`config.mk`:
```
export PLATFORM = sky130hd
export DESIGN_NAME = csr_indirect_port
export DESIGN_NICKNAME = d
export VERILOG_FILES = /design/src/rtl/csr_port_pkg.sv /design/src/rtl/csr_rst_sync.sv /design/src/rtl/csr_index_reg.sv /design/src/rtl/csr_reg_bank.sv /design/src/rtl/csr_indirect_port.sv
export SDC_FILE = /design/constraint.sdc
export NUM_CORES = 1
export LEC_CHECK = 0
export BUFFER_PORTS_ARGS = -buffer_cell sky130_fd_sc_hd__buf_4
export CELL_PAD_IN_SITES_DETAIL_PLACEMENT = 1
export CELL_PAD_IN_SITES_GLOBAL_PLACEMENT = 1
export CORE_MARGIN = 5
export CORE_UTILIZATION = 53
export CTS_BUF_LIST = sky130_fd_sc_hd__clkbuf_8 sky130_fd_sc_hd__clkbuf_16
export DETAILED_ROUTE_END_ITERATION = 6
export GPL_ROUTABILITY_DRIVEN = 0
export PLACE_DENSITY = 0.82
export REMOVE_ABC_BUFFERS = 1
export SKIP_LAST_GASP = 1
export SYNTH_ARGS = -nofsm -noshare
export SYNTH_HDL_FRONTEND = slang
export SYNTH_SLANG_ARGS = --single-unit
```
`constraint.sdc`:
```
create_clock -name clk -period 4.25 [get_ports clk]
set_input_delay 0.6375 -clock clk [delete_from_list [all_inputs] [get_ports clk]]
set_output_delay 0.6375 -clock clk [all_outputs]
set_load 0.02 [all_outputs]
```
`src/rtl/csr_port_pkg.sv`:
```
package csr_port_pkg;

  typedef enum logic [2:0] {
    ACC_IDLE,
    ACC_IDX_WR,
    ACC_IDX_RD,
    ACC_DAT_WR,
    ACC_DAT_RD
  } acc_e;

  function automatic acc_e acc_decode(input logic cs, input logic sel_addr, input logic wr);
    if (!cs)          return ACC_IDLE;
    else if (sel_addr) return wr ? ACC_IDX_WR : ACC_IDX_RD;
    else               return wr ? ACC_DAT_WR : ACC_DAT_RD;
  endfunction

endpackage

```
`src/rtl/csr_rst_sync.sv`:
```
module csr_rst_sync #(
  parameter int STAGES = 2
) (
  input  logic clk,
  input  logic rst_n,
  output logic rst_sync_n
);

  logic [STAGES-1:0] sr_q;

  always_ff @(posedge clk or negedge rst_n) begin
    if (!rst_n) sr_q <= '0;
    else        sr_q <= {sr_q[STAGES-2:0], 1'b1};
  end

  assign rst_sync_n = sr_q[STAGES-1];

endmodule

```
`src/rtl/csr_index_reg.sv`:
```
module csr_index_reg #(
  parameter int IDX_W = 2
) (
  input  logic             clk,
  input  logic             rst_n,
  input  logic             load,
  input  logic [IDX_W-1:0] din,
  output logic [IDX_W-1:0] idx
);

  logic [IDX_W-1:0] idx_d;

  always_comb begin
    idx_d = idx;
    if (load) idx_d = din;
  end

  always_ff @(posedge clk or negedge rst_n) begin
    if (!rst_n) idx <= '0;
    else        idx <= idx_d;
  end

endmodule

```
`src/rtl/csr_reg_bank.sv`:
```
module csr_reg_bank #(
  parameter int DATA_W   = 16,
  parameter int NUM_REGS = 4,
  parameter int STOP_BIT = 2,
  localparam int IDX_W   = $clog2(NUM_REGS)
) (
  input  logic                       clk,
  input  logic                       rst_n,
  input  logic                       wr_en,
  input  logic [IDX_W-1:0]           idx,
  input  logic [DATA_W-1:0]          wdata,
  output logic [DATA_W-1:0]          rd_value,
  output logic                       stop,
  output logic [NUM_REGS*DATA_W-1:0] flat
);

  logic open_sel;

  // Register 0 holds the stop flag that gates the others.
  assign stop     = flat[STOP_BIT];
  assign open_sel = (idx == '0) || stop;

  for (genvar g = 0; g < NUM_REGS; g++) begin : g_reg
    localparam logic [DATA_W-1:0] RST_VAL = (g == 0) ? (DATA_W'(1) << STOP_BIT) : '0;
    logic              en;
    logic [DATA_W-1:0] q_r;
    logic [DATA_W-1:0] d;

    always_comb begin
      en = wr_en && (idx == IDX_W'(g)) && open_sel;
      d  = en ? wdata : q_r;
    end

    always_ff @(posedge clk or negedge rst_n) begin
      if (!rst_n) q_r <= RST_VAL;
      else if (en) q_r <= d;
    end

    assign flat[g*DATA_W +: DATA_W] = q_r;
  end

  always_comb begin
    rd_value = '0;
    if (open_sel) rd_value = flat[idx*DATA_W +: DATA_W];
  end

endmodule

```
`src/rtl/csr_indirect_port.sv`:
```
module csr_indirect_port #(
  parameter int DATA_W      = 16,
  parameter int NUM_REGS    = 4,
  parameter int STOP_BIT    = 2,
  parameter int SYNC_STAGES = 2
) (
  input  logic              clk,
  input  logic              rst_n,
  input  logic              cs,
  input  logic              sel_addr,
  input  logic              wr,
  input  logic [DATA_W-1:0] wdata,
  output logic [DATA_W-1:0] rdata,
  output logic              ready
);
  import csr_port_pkg::*;

  localparam int IDX_W = $clog2(NUM_REGS);

  logic                       rst_sync_n;
  acc_e                       acc;
  logic [IDX_W-1:0]           idx_q;
  logic [DATA_W-1:0]          bank_rd;
  logic                       stop_bit;
  logic [NUM_REGS*DATA_W-1:0] bank_flat;
  logic [DATA_W-1:0]          rdata_d;
  logic                       ready_d;

  csr_rst_sync #(.STAGES(SYNC_STAGES)) u_sync (
    .clk        (clk),
    .rst_n      (rst_n),
    .rst_sync_n (rst_sync_n)
  );

  assign acc = acc_decode(cs, sel_addr, wr);

  csr_index_reg #(.IDX_W(IDX_W)) u_idx (
    .clk   (clk),
    .rst_n (rst_sync_n),
    .load  (acc == ACC_IDX_WR),
    .din   (wdata[IDX_W-1:0]),
    .idx   (idx_q)
  );

  csr_reg_bank #(
    .DATA_W   (DATA_W),
    .NUM_REGS (NUM_REGS),
    .STOP_BIT (STOP_BIT)
  ) u_bank (
    .clk      (clk),
    .rst_n    (rst_sync_n),
    .wr_en    (acc == ACC_DAT_WR),
    .idx      (idx_q),
    .wdata    (wdata),
    .rd_value (bank_rd),
    .stop     (stop_bit),
    .flat     (bank_flat)
  );

  always_comb begin
    ready_d = (acc != ACC_IDLE);
    case (acc)
      ACC_IDX_RD: rdata_d = DATA_W'(idx_q);
      ACC_DAT_RD: rdata_d = bank_rd;
      default:    rdata_d = '0;
    endcase
  end

  always_ff @(posedge clk or negedge rst_sync_n) begin
    if (!rst_sync_n) begin
      ready <= 1'b0;
      rdata <= '0;
    end else begin
      ready <= ready_d;
      rdata <= rdata_d;
    end
  end

endmodule

```
Yosys cells after proc, flatten, opt, wreduce, memory -nomap -nowiden
Index checks and enable logic that the tools add are counted.
{ "totals": {"mem_bits_ro": 0, "mem_count": 0, "latch_bits": 0, "regBits": 85, "mem_bits_rw": 0, "elab_cells": 33} }
{ "classes": {"div_mod_pow": 0, "n_mul": 0, "shifts": 1, "n_eq_ne": 7, "n_addsub": 0, "muxes": 6, "reduce_logical": 11, "bitwise": 0, "order_cmp": 0} }
{ "ops": {"columns": ["op", "n"], "rows": [
  ["64-bit by 7-bit variable part select with 16-bit output", 1],
  ["16-bit case mux with 2 select lines", 1],
  ["16-bit two-way mux", 1],
  ["3-bit two-way mux", 3],
  ["1-bit logical AND", 8],
  ["3-bit by 2-bit equality test with 1-bit output (second input constant)", 2],
  ["2-bit equality test (second input constant)", 2],
  ["3-bit by 1-bit equality test with 1-bit output (second input constant)", 1],
  ["3-bit equality test (second input constant)", 1],
  ["3-bit nonzero test", 1],
  ["2-bit by 1-bit equality test with 1-bit output (second input constant)", 1],
  ["2-bit logical NOT", 1],
  ["2-bit two-way mux", 1],
  ["1-bit logical OR", 1]
]} }

Logic depth before layout (Yosys ltp)
{ "logic_depth": {"depth_word": 6, "ltp_mapped": 6, "depth_no_buf": 5} }

Cells and area by module
From an unflattened synthesis, not the netlist that was laid out.
{ "hier_totals": {"cells_unflattened": 267, "hier_area_um2": 3788.6} }
{ "by_module_without_submodules": {"columns": ["mod", "instances", "cells_each", "area_per_inst_um2", "seq_area_each_um2"], "rows": [
  ["csr_reg_bank", 1, 213, 3006.6, 1602.8],
  ["csr_indirect_port", 1, 47, 655.6, 425.4],
  ["csr_index_reg", 1, 4, 72.6, 50.0],
  ["csr_rst_sync", 1, 3, 53.8, 50.0]
]} }

Worst setup path before layout
OpenSTA, ideal clock, no wires.
{ "synth_timing": {"path_type": "in2reg", "start": "input wr", "end": "register u_bank.g_reg[1].q_r[10]", "setup_ns": 0.125, "stages": 6, "t_arrival_ns": 2.023, "path_slack_ns": 2.102, "required_ns": 4.125, "path_cell_list": "inv_1 -> ha_1 -> nand4b_2 -> nor3_4 -> buf_12 -> mux2_4"} }
{ "synth_via": {"elab_chain_cells": 6} }
{ "synth_rtl": {"columns": ["element", "line_no", "source"], "rows": [
  ["start, declared", "csr_indirect_port.sv:11", "input logic wr,"],
  ["3-bit two-way mux / 2-bit two-way mux (equally long branches)", "csr_port_pkg.sv:14, csr_port_pkg.sv:13", null],
  ["3-bit two-way mux (*)", "csr_port_pkg.sv:13", "else if (sel_addr) return wr ? ACC_IDX_WR : ACC_IDX_RD;"],
  ["3-bit two-way mux (*)", "csr_port_pkg.sv:12", "if (!cs) return ACC_IDLE;"],
  ["3-bit by 2-bit equality test with 1-bit output (*)", "csr_indirect_port.sv:52", ".wr_en (acc == ACC_DAT_WR),"],
  ["1-bit logical AND (*) (2 in series)", "csr_reg_bank.sv:30", "en = wr_en && (idx == IDX_W'(g)) && open_sel;"],
  ["end signal, assigned", "csr_reg_bank.sv:35", "if (!rst_n) q_r <= RST_VAL;"],
  ["end signal, assigned", "csr_reg_bank.sv:36", "else if (en) q_r <= d;"],
  ["end, declared", "csr_reg_bank.sv:26", "logic [DATA_W-1:0] q_r;"]
]} }
Mark *: on every way between the ends. The rest lies on a longest branch, timed or not.
A chain may end at the register's enable or synchronous reset.

Worst setup path in the final report
{ "layout_timing": {"start": "input wr", "end": "register u_bank.g_reg[1].q_r[4]"} }
The elaborated chain is that of the path after synthesis.

==> run summary <==
CP Launch Type: input pin
Number of enable flip-flop cells after synthesis: 0
# nets final: 278
CTS H-Tree Depth: 3
Gr ovfl total: 0
CTS Hold Bufs: 0
Row cnt: 30
Largest net degree at the start of global routing: 84
Share of layout cells above drive strength 1: 54.8%
DR vias/cell: 5.64
Maxcap violations: 0
Post-CTS setup buffer count: 0
Cell count after synthesis: 216
Area of the core: 6760 um^2
Clock buffer depth: 2
Crit share post-route: 57.6%
YS warnings: 0
Fmax: 409 MHz
Worst path arrival time: 2.67 ns
DP Wirelength: 4.22 mm
Slew Limit Headroom: 23.6%
Hold WC Path Type: input pin to asynchronous set/reset pin
Area of the die: 8690 um^2
Worst path bufs/invs: 2
CP max FO: 16
Max stage delay on crit path: 0.87 ns
Finished Cell Area: 4200 um^2
Die H: 93.2 um
Min cycle time layout: 2.45 ns
Multi-input gate area: 1450 um^2
P&R area growth vs syn: 14.3%
Unrepaired setup endpoints after global routing: false
Initial antenna violation count: 0
Setup total negative slack: 0 ns
Syn avg cell area: 17.0 um^2
Static Leak: 2.01 nW
Num ports: 38
ANT cells: 0
FF/Latch Area: 2130 um^2
Placed Area: 3980 um^2
Outcome: finished clean
Setup Skew: 0.00775 ns
IO buf count: 37
Worst Setup Path Type: input pin to flip-flop
Global-route wire length before repair: 11.6 mm
Setup Viol. Count Final: 0
Seq/Total Area, Yosys: 58.0%
Final WL: 6.81 mm
Worst VDD drop: 298 uV
DRC violations left: 0
Via count: 1923
Post-synthesis register bit count: 85
Worst setup EP type: flip-flop
Top_reg_cell synth: dfrtp_1
Delay-heaviest family, CP: simple AND/OR/NAND/NOR gates
Initial Util: 54.4%
Vias in the first global route: 2231
GRT Total Usage: 17.6%
Clk_lat worst skew: 0.34 ns
Drt first pass iters: 4
Pwr dens: 556 nW/um^2
Synth cell types: 32
CTS clk-pin slew, worst paths: 0.08 ns
Slew Viols, Final: 0
Num CTS Buffers: 9
Drt wl/cell: 20.0 um
Post-synth ARST share: 100%
Die width: 93.2 um
Slowest cell on crit path: nor3_4
Final ANT Viol Nets: 0
Slew @ Worst Pin: 1.15 ns
Post-CTS sizing: 0
Crit-path cells: buf_4 -> inv_1 -> ha_1 -> nand4b_2 -> nor3_4 -> mux2_2
Worst Path Required: 4.48 ns
Post-Syn Area: 3670 um^2
Clock root buffer: clkbuf_8
Hold Vio Cnt, Final: 0
Clk sinks: 85
CTS tree: built
Initial DRC count: 37
Fill cells: 617
-- area by class of cell --
| class | count | share of cell area [%] |
|---|---|---|
| clock buffer | 10 | 3.28 |
| clock inverter | 6 | 1.91 |
| sequential | 85 | 50.8 |
| tap | 80 | 2.39 |
| multi-input combinational | 118 | 34.5 |
| timing repair buffer | 38 | 6.80 |
| inverter | 4 | 0.358 |
-- worst paths after layout --
kind,depth (start not counted),end,start,slack [ns]
setup / recovery,6,u_bank.g_reg[1].q_r[4]$_DFFE_PN0P_,wr,1.80
hold / removal,1,u_sync.sr_q[1]$_DFF_PN0_,rst_n,0.06
setup reg to reg,3,rdata[0]$_DFF_PN0_,u_idx.idx[1]$_DFFE_PN0N_,1.84
hold reg to reg,0,u_sync.sr_q[1]$_DFF_PN0_,u_sync.sr_q[0]$_DFF_PN0_,0.36
max in group asynchronous,0,u_bank.g_reg[3].q_r[14]$_DFFE_PN0P_,u_sync.sr_q[1]$_DFF_PN0_,3.07
min in group clk,0,u_sync.sr_q[1]$_DFF_PN0_,u_sync.sr_q[0]$_DFF_PN0_,0.36
-- state kept, by name, summed over array words and instances, names as in the netlist --
| name | cells |
|---|---|
| u_bank.g.q_r | 64 |
| u_sync.sr_q | 2 |
| ready | 1 |
| u_idx.idx | 2 |
| rdata | 16 |
-- stage by stage --
step           instances  utilization, %  worst slack (ns)  hold WS (ns)  total power, mW
6_report             341            62.1              1.80        0.0555             2.33
5_1_grt              341            62.1              1.70        0.0312             2.46
4_1_cts              341            62.1              1.80        0.0378             2.36
3_5_place_dp         325            58.9              1.43         0.340             1.73
3_3_place_gp         325            58.9              1.47         0.337             1.69
2_1_floorplan        207               -              1.71         0.331             1.59
-- metal layers --
layer | vias up | routed length [um] | global-route usage (%)
li1 | 863 | - | -
met1 | 1011 | 3060 | 23.4
met2 | 38 | 3370 | 28.2
met3 | 11 | 242 | 3.30
met4 | 0 | 130 | 7.81
met5 | - | 0 | 0
-- cell usage after synthesis (2+ instances only) --
| cell | instances | area (um^2) |
|---|---|---|
| and4bb_2 | 2 | 25.0 |
| buf_2 | 2 | 10.0 |
| buf_4 | 2 | 15.0 |
| buf_6 | 3 | 33.8 |
| dfrtp_1 | 84 | 2100 |
| inv_1 | 4 | 15.0 |
| mux2_2 | 46 | 518 |
| mux2_4 | 20 | 300 |
| mux4_2 | 15 | 338 |
| nand2_1 | 3 | 11.3 |
| nor2b_1 | 13 | 81.3 |
| o21ai_0 | 2 | 10.0 |
-- cells by family after synthesis --
logic type	Yosys count	synth area share [%]
flip-flops	85	58.0
multiplexers	82	31.8
AND/OR/NAND/NOR	29	6.30
buffers and inverters	13	2.66
AO/OA/AOI/OAI	5	0.886
adder cells (fa/ha/maj)	1	0.341
other	1	0.102
-- cell usage in the layout (no fill, tap or decap), types with 2 or more instances in the layout --
| cell type | count |
|---|---|
| clkbuf_8 | 10 |
| mux2_4 | 20 |
| dfrtp_1 | 83 |
| nand2_1 | 3 |
| bufinv_16 | 2 |
| buf_4 | 38 |
| nor2b_1 | 13 |
| o21ai_0 | 2 |
| inv_1 | 6 |
| mux4_2 | 15 |
| mux2_2 | 46 |
| and4bb_2 | 2 |
-- where the power goes --
group | total (mW) | switching, mW | internal [mW] | leakage [nW]
combinational | 0.516 | 0.141 | 0.375 | 0.789
clock | 0.618 | 0.276 | 0.342 | 0.115
sequential | 1.20 | 0.166 | 1.03 | 1.10
Power figures use the tool's default switching activity.
